### config.mk
export PLATFORM = sky130hd
export DESIGN_NAME = carry_ovf_alu
export DESIGN_NICKNAME = d
export VERILOG_FILES = /design/src/rtl/coalu_pkg.sv /design/src/rtl/coalu_addsub.sv /design/src/rtl/coalu_flag_next.sv /design/src/rtl/carry_ovf_alu.sv
export SDC_FILE = /design/constraint.sdc
export NUM_CORES = 1
export LEC_CHECK = 0
export BUFFER_PORTS_ARGS = -buffer_cell sky130_fd_sc_hd__buf_2
export CAP_MARGIN = 20
export CELL_PAD_IN_SITES_DETAIL_PLACEMENT = 1
export CELL_PAD_IN_SITES_GLOBAL_PLACEMENT = 2
export CORE_ASPECT_RATIO = 1.5
export CORE_MARGIN = 1
export CORE_UTILIZATION = 28
export CTS_CLUSTER_DIAMETER = 40
export CTS_CLUSTER_SIZE = 25
export DETAILED_ROUTE_END_ITERATION = 6
export PLACE_DENSITY = 0.95
export SLEW_MARGIN = 15
export SYNTH_ARGS = -nofsm -noshare
export SYNTH_HDL_FRONTEND = slang
export SYNTH_HIERARCHICAL = 1
export SYNTH_SLANG_ARGS = --single-unit
### constraint.sdc
create_clock -name clk -period 14.4 [get_ports clk]
set_input_delay 2.88 -clock clk [delete_from_list [all_inputs] [get_ports clk]]
set_output_delay 2.88 -clock clk [all_outputs]
set_load 0.005 [all_outputs]
### src/rtl/coalu_pkg.sv
package coalu_pkg;

    // Operation codes; bit 1 selects subtraction, bit 0 selects overflow mode
    typedef enum logic [1:0] {
        OP_ADDC = 2'b00,
        OP_ADDV = 2'b01,
        OP_SUBC = 2'b10,
        OP_SUBV = 2'b11
    } alu_op_e;

    // The two states of the T status machine
    typedef enum logic {
        TF_CLEAR = 1'b0,
        TF_SET   = 1'b1
    } tflag_state_e;

endpackage

### src/rtl/coalu_addsub.sv
module coalu_addsub #(
    parameter int W = 32
) (
    input  logic [W-1:0] opnd_x,     // addend or subtrahend
    input  logic [W-1:0] opnd_y,     // addend or minuend
    input  logic         do_sub,
    input  logic         cin_t,      // T bit already gated by the opcode
    output logic [W-1:0] sum,
    output logic         carry_borrow
);
    localparam int WX = W + 1;

    logic [W-1:0] x_eff;
    logic         c_eff;
    logic [WX-1:0] wide;

    // Subtraction y - x - t is done as y + ~x + (1 - t); a carry out of the
    // top bit then means that no borrow occurred.
    always_comb begin
        x_eff = do_sub ? ~opnd_x : opnd_x;
        c_eff = do_sub ? ~cin_t : cin_t;
        wide  = {1'b0, opnd_y} + {1'b0, x_eff} + {{W{1'b0}}, c_eff};
    end

    assign sum          = wide[W-1:0];
    assign carry_borrow = do_sub ? ~wide[W] : wide[W];

endmodule

### src/rtl/coalu_flag_next.sv
module coalu_flag_next
    import coalu_pkg::*;
(
    input  alu_op_e op,
    input  logic    sign_a,
    input  logic    sign_b,
    input  logic    sign_r,
    input  logic    cb,          // carry (add) or borrow (sub)
    output logic    flag_set
);
    always_comb begin
        flag_set = 1'b0;
        unique case (op)
            OP_ADDC: flag_set = cb;
            OP_SUBC: flag_set = cb;
            // like-signed addends whose sum flips sign
            OP_ADDV: flag_set = (sign_a == sign_b) && (sign_r != sign_a);
            // unlike-signed operands whose difference leaves the minuend's sign
            OP_SUBV: flag_set = (sign_a != sign_b) && (sign_r != sign_b);
            default: flag_set = 1'b0;
        endcase
    end
endmodule

### src/rtl/carry_ovf_alu.sv
module carry_ovf_alu
    import coalu_pkg::*;
#(
    parameter int W = 32
) (
    input  logic         clk,
    input  logic         rst_n,
    input  logic         op_valid,
    input  logic [1:0]   op_sel,
    input  logic [W-1:0] opnd_a,
    input  logic [W-1:0] opnd_b,
    output logic [W-1:0] result,
    output logic         t_flag
);
    localparam int MSB = W - 1;

    alu_op_e      op;
    logic         do_sub;
    logic         use_t;
    logic         cb;
    logic         flag_set;
    tflag_state_e t_state, t_state_nxt;

    assign op = alu_op_e'(op_sel);

    // Opcode decode
    always_comb begin
        do_sub = 1'b0;
        use_t  = 1'b0;
        unique case (op)
            OP_ADDC: begin do_sub = 1'b0; use_t = 1'b1; end
            OP_ADDV: begin do_sub = 1'b0; use_t = 1'b0; end
            OP_SUBC: begin do_sub = 1'b1; use_t = 1'b1; end
            OP_SUBV: begin do_sub = 1'b1; use_t = 1'b0; end
            default: begin do_sub = 1'b0; use_t = 1'b0; end
        endcase
    end

    coalu_addsub #(.W(W)) addsub_i (
        .opnd_x       (opnd_a),
        .opnd_y       (opnd_b),
        .do_sub       (do_sub),
        .cin_t        (use_t & t_flag),
        .sum          (result),
        .carry_borrow (cb)
    );

    coalu_flag_next flag_i (
        .op       (op),
        .sign_a   (opnd_a[MSB]),
        .sign_b   (opnd_b[MSB]),
        .sign_r   (result[MSB]),
        .cb       (cb),
        .flag_set (flag_set)
    );

    // Next-state process: hold, set or clear
    always_comb begin
        t_state_nxt = t_state;
        if (op_valid) begin
            unique case (flag_set)
                1'b1: t_state_nxt = TF_SET;
                1'b0: t_state_nxt = TF_CLEAR;
                default: t_state_nxt = TF_CLEAR;
            endcase
        end
    end

    // State register
    always_ff @(posedge clk) begin
        if (!rst_n) t_state <= TF_CLEAR;
        else        t_state <= t_state_nxt;
    end

    // Output process
    always_comb begin
        unique case (t_state)
            TF_SET:   t_flag = 1'b1;
            TF_CLEAR: t_flag = 1'b0;
            default:  t_flag = 1'b0;
        endcase
    end

    // no strobe, no change of T
    p_hold_r8: assert property (@(posedge clk) disable iff (!rst_n)
        !op_valid |=> $stable(t_flag));

    // a wrapped sum below A can only come from a carry
    p_addc_carry_r3: assert property (@(posedge clk) disable iff (!rst_n)
        (op_valid && op_sel == 2'b00 && result < opnd_a) |=> t_flag);

    // a wrapped difference above B can only come from a borrow
    p_subc_borrow_r5: assert property (@(posedge clk) disable iff (!rst_n)
        (op_valid && op_sel == 2'b10 && result > opnd_b) |=> t_flag);

    // unlike-signed addends never overflow
    p_addv_mixed_r6: assert property (@(posedge clk) disable iff (!rst_n)
        (op_valid && op_sel == 2'b01 && opnd_a[MSB] != opnd_b[MSB]) |=> !t_flag);

    // like-signed operands never overflow on subtraction
    p_subv_same_r7: assert property (@(posedge clk) disable iff (!rst_n)
        (op_valid && op_sel == 2'b11 && opnd_a[MSB] == opnd_b[MSB]) |=> !t_flag);

endmodule

# Word-level counts from Yosys, hierarchy flattened
# Cells that the tools add are included.
[op_classes]
addsub = 2
mul = 0
div = 0
n_lt_le_gt_ge = 0
n_eq_ne = 7
n_shift = 0
muxes = 8
n_bitwise = 6
reduce_logical = 7
[op_table]
columns = ["operator", "n"]
rows = [
  ["32-bit by 32-bit adder with 33-bit output", 1],
  ["33-bit by 1-bit adder with 33-bit output", 1],
  ["32-bit 2-to-1 mux", 1],
  ["32-bit inverter", 1],
  ["1-bit one-hot mux with 2 select lines", 4],
  ["2-bit OR reduction", 4],
  ["2-bit equality test (second input constant)", 2],
  ["1-bit inverter", 4],
  ["1-bit inequality test", 3],
  ["1-bit one-hot mux with 3 select lines", 1],
  ["2-bit by 1-bit equality test with 1-bit output (second input constant)", 1],
  ["1-bit logical AND", 2],
  ["2-bit logical NOT", 1],
  ["1-bit 2-to-1 mux", 2],
  ["1-bit AND", 1],
  ["1-bit equality test", 1],
]
[totals]
register_bits = 1
latchBits = 0
ram_bits = 0
mem_bits_ro = 0
in_bits = 69
out_inout_bits = 33
memories = 0

# Logic depth before layout (Yosys ltp)
[logic_depth]
depth_word = 12
depth_mapped = 17
mapped_depth_nobuf = 15

# Hierarchy
# The synthesis kept the hierarchy.
[by_module_without_submodules]
columns = ["mod", "n_inst", "cells_per_inst", "area_each_um2", "seq_area_each_um2"]
rows = [
  ["coalu_addsub", 1, 298, 2230.9, 0.0],
  ["carry_ovf_alu", 1, 5, 46.3, 20.0],
  ["coalu_flag_next", 1, 5, 37.5, 0.0],
]

# Worst setup path before layout
# No wires, ideal clock.
[synth_path]
kind = "input to output"
from = "input op_sel[1]"
to = "output result[14]"
t_arrival_ns = 5.744
required_ns = 11.520
path_slack_ns = 5.776
stages = 13
cell_sequence = "clkbuf_1 -> buf_6 -> clkbuf_1 -> xor2_1 -> fa_1 -> fa_1 -> a21oi_1 -> o21ai_2 -> a211oi_1 -> nor2_1 -> a211o_1 -> a21oi_1 -> xnor2_1"
[synth_via]
elab_chain_cells = 7
word_cells_on_any_way = 16
cone_classes = "2 x add/sub; 3 x eq/ne; 4 x mux; 2 x bitwise; 5 x reduce/logical"
[synth_lines]
columns = ["item", "line_no", "source"]
rows = [
  ["start, declared", "carry_ovf_alu.sv:9", "input logic [1:0] op_sel,"],
  ["branches (longest 6 deep; another with 32-bit by 32-bit adder with 33-bit output)", "n/a", ""],
  ["33-bit by 1-bit adder with 33-bit output *", "coalu_addsub.sv:22", "wide = {1'b0, opnd_y} + {1'b0, x_eff} + {{W{1'b0}}, c_eff};"],
  ["end, declared", "carry_ovf_alu.sv:12", "output logic [W-1:0] result,"],
]
# Mark *: on every way between the ends.

# Worst setup path in the final report
[layout_path]
from = "input op_sel[1]"
to = "output result[30]"
# The elaborated chain is that of the path after synthesis.

==> flow_summary.ini <==
[outcome]
outcome = completed

[logic_synthesis]
synth_top_area_share_pct = 17.8
yosysMostFrequentCell = xor2_1
syn_area_sq_um = 2310
netlist_instances = 308
synth_cell_types = 64
synth_warnings = 6
synth_edf_count = 0
ys_seq_elements = 1
synthArstFlopShare_pct = 0
synthTopCellsByArea = xor2_1 (18%), ha_1 (17%), a21oi_1 (7.8%), xnor2_1 (5.7%), nand2_1 (4.2%)
ys.flop_type = dfxtp_1
yosys-top-cells-count = xor2_1 (47), a21oi_1 (36), ha_1 (31), nand2_1 (26), nor2_1 (18)
syn_area_per_cell_sq_um = 7.52
yosysSeqAreaShare_pct = 0.865
synth_top_area_cell = xor2_1
syn_nets = 410

[route]
vias_per_cell = 5.02
highest_layer = met4
met2_length_mm = 4.08
dr.pass1.iters = 4
wl_per_cell_um = 14.4
totalWireLength_mm = 7.18
drcViolationCount = 0
wl_met3_um = 214
antenna_left = 0
drt_iter0_drc = 47
num_vias = 2510
wl_met1_mm = 2.78

[pwr]
sw_frac_of_total_pct = 54.5
peakVddDrop_mv = 0.0246
power.internal_uw = 89.8
p_seq_share_pct = 1.7
cellPowerDensity_nw_per_um2 = 69.3
clkPwrFrac_pct = 0
combPwrFrac_pct = 98.3
p_leak_nw = 1.34
switching_power_uw = 108

[die]
start_util_pct = 28.9
pin_count = 102
fp.dieW_um = 76.2
dieArea_sq_um = 8640
die_h_um = 113
coreArea_sq_um = 8010
row_count = 40

[timing]
maxSlewViolCount = 0
fin_crit_ps = 8910
worst_slew_pin_slew_ps = 688
hold-worst-slack_ps = 532
rsz0062_at_grt = no
slew_headroom_pct = 53.5
hold_violations = 0
fmax_mhz = 112
fin_setup_tns_ps = 0
period_share_pct = 61.8
skew_ps = 0
setup_violations = 0

[clocking]
cts_hold_buf = 0
post_cts_resized = 0
insertion_delay_ps = 0
path_clk_slew_ps = 0
cts_setup_buffers = 0

[cells_and_area]
nFillCells = 1063
nNetsFinal = 499
final_cells = 500
area_delta_synth_final_pct = 23.1
reg_top3 = t_state: 1 flops
antennaDiodeCount = 0
largest_reg_flops = 1
regMostFlops = t_state
drive_above_1_share_pct = 32.7
utilization_pct = 35.6

[worst_setup_path]
cp-start-kind = input pin
r2r_slack_ps = 11110
arrival_ps = 6030
worstRegToRegCells = 14
cp.required_ps = 11520
worstPathMaxFanout = 38
r2r-start = t_state
crit_type = input pin to primary output
r2r_end = t_state
critPathLaunch = op_sel[1]
end_kind = primary output

[grt]
grt_first_pass_wirelength_mm = 11.8
grt_pass1_vias = 2613
grt_use_total_pct = 16.2
antenna_found_initial = 0
grt-ovfl-total = 0
grt_max_degree = 39

[placed_design]
portBuffers = 101
dp_hpwl_mm = 6.26
finalWeightedCongestion = 0.894
dp.cells = 500

[job]
max_cap_viol_count = 0

[min_path]
min_from = t_state
holdPathStages = 2
holdCritPathClass = register to register
holdPathEnd = t_state
[placed cells by master (no fill, tap or decap), types with 4 or more instances in the layout]
master	synthesis	final
a21oi_1	36	36
nor2b_1	7	7
inv_1	7	7
o21ai_1	5	5
nand4_1	5	5
a21oi_2	5	5
ha_1	31	31
xnor2_1	15	15
xor2_1	47	47
buf_2	3	101
o21ai_0	13	13
a21o_1	6	6
nor2_1	18	18
o21bai_1	4	4
nand3_1	6	6
o21ai_2	4	4
nand2_1	26	26
[critical path, stage by stage]
cell	delay (ps)
buf_2	80
buf_4	470
xor2_1	170
fa_1	460
fa_1	430
a21oi_1	250
o21ai_2	100
a211oi_1	300
o21ai_0	190
a21oi_1	240
nor2b_1	190
xnor2_1	130
buf_2	130
[kinds of logic (layout without fill, tap and decap cells)]
family          after synthesis  count (layout)  synth area share [%]
simple gates                 85              85                  19.6
compound gates              104             104                  31.4
fa+ha+maj                    33              33                  18.5
flops                         1               1                 0.865
xor+xnor                     62              62                  23.5
mux                           1               1                 0.432
buf+inv                      22             109                  5.84
[routing by layer]
metal | vias up | global-route usage [%]
met3 | 8 | 0.565
met5 | - | 0
met1 | 1155 | 17.7
met4 | 0 | 2.18
met2 | 58 | 34.1
li1 | 1289 | -
[cell type report]
class	instances	area [sq um]	share of cell area, %
multi-input cells	285	2160	75.8
repair buffers	102	513	18.0
well taps	105	131	4.61
inverters	7	26.3	0.922
flip-flops and latches	1	20.0	0.702
[how the worst max path moves through the flow]
stage | end | slack (ps) | cells past startpoint
6_report | result[30] | 5490 | 13
5_1_grt | result[22] | 5140 | 13
4_1_cts | result[30] | 5450 | 13
3_5_place_dp | result[22] | 5470 | 13
3_3_place_gp | result[30] | 5520 | 13
2_1_floorplan | result[14] | 5780 | 13
[metrics by stage]
step	instance area, sq um	worst slack [ps]	total power [mW]
floorplan	2310	5780	0.136
global placement	2850	5520	0.195
detailed placement	2850	5470	0.198
CTS	2850	5450	0.200
global route	2850	5140	0.218
finish	2850	5490	0.197
[power groups by stage]
stage / Clock (mW) / Sequential [mW] / Combinational (mW)
6_report: 0 / 0.00330 / 0.194
4_1_cts: 0 / 0.00331 / 0.196
3_3_place_gp: 0 / 0.00329 / 0.192
2_1_floorplan: 0 / 0.00332 / 0.133
3_5_place_dp: 0 / 0.00332 / 0.195
5_1_grt: 0 / 0.00337 / 0.215
Power figures use the tool's default switching activity.
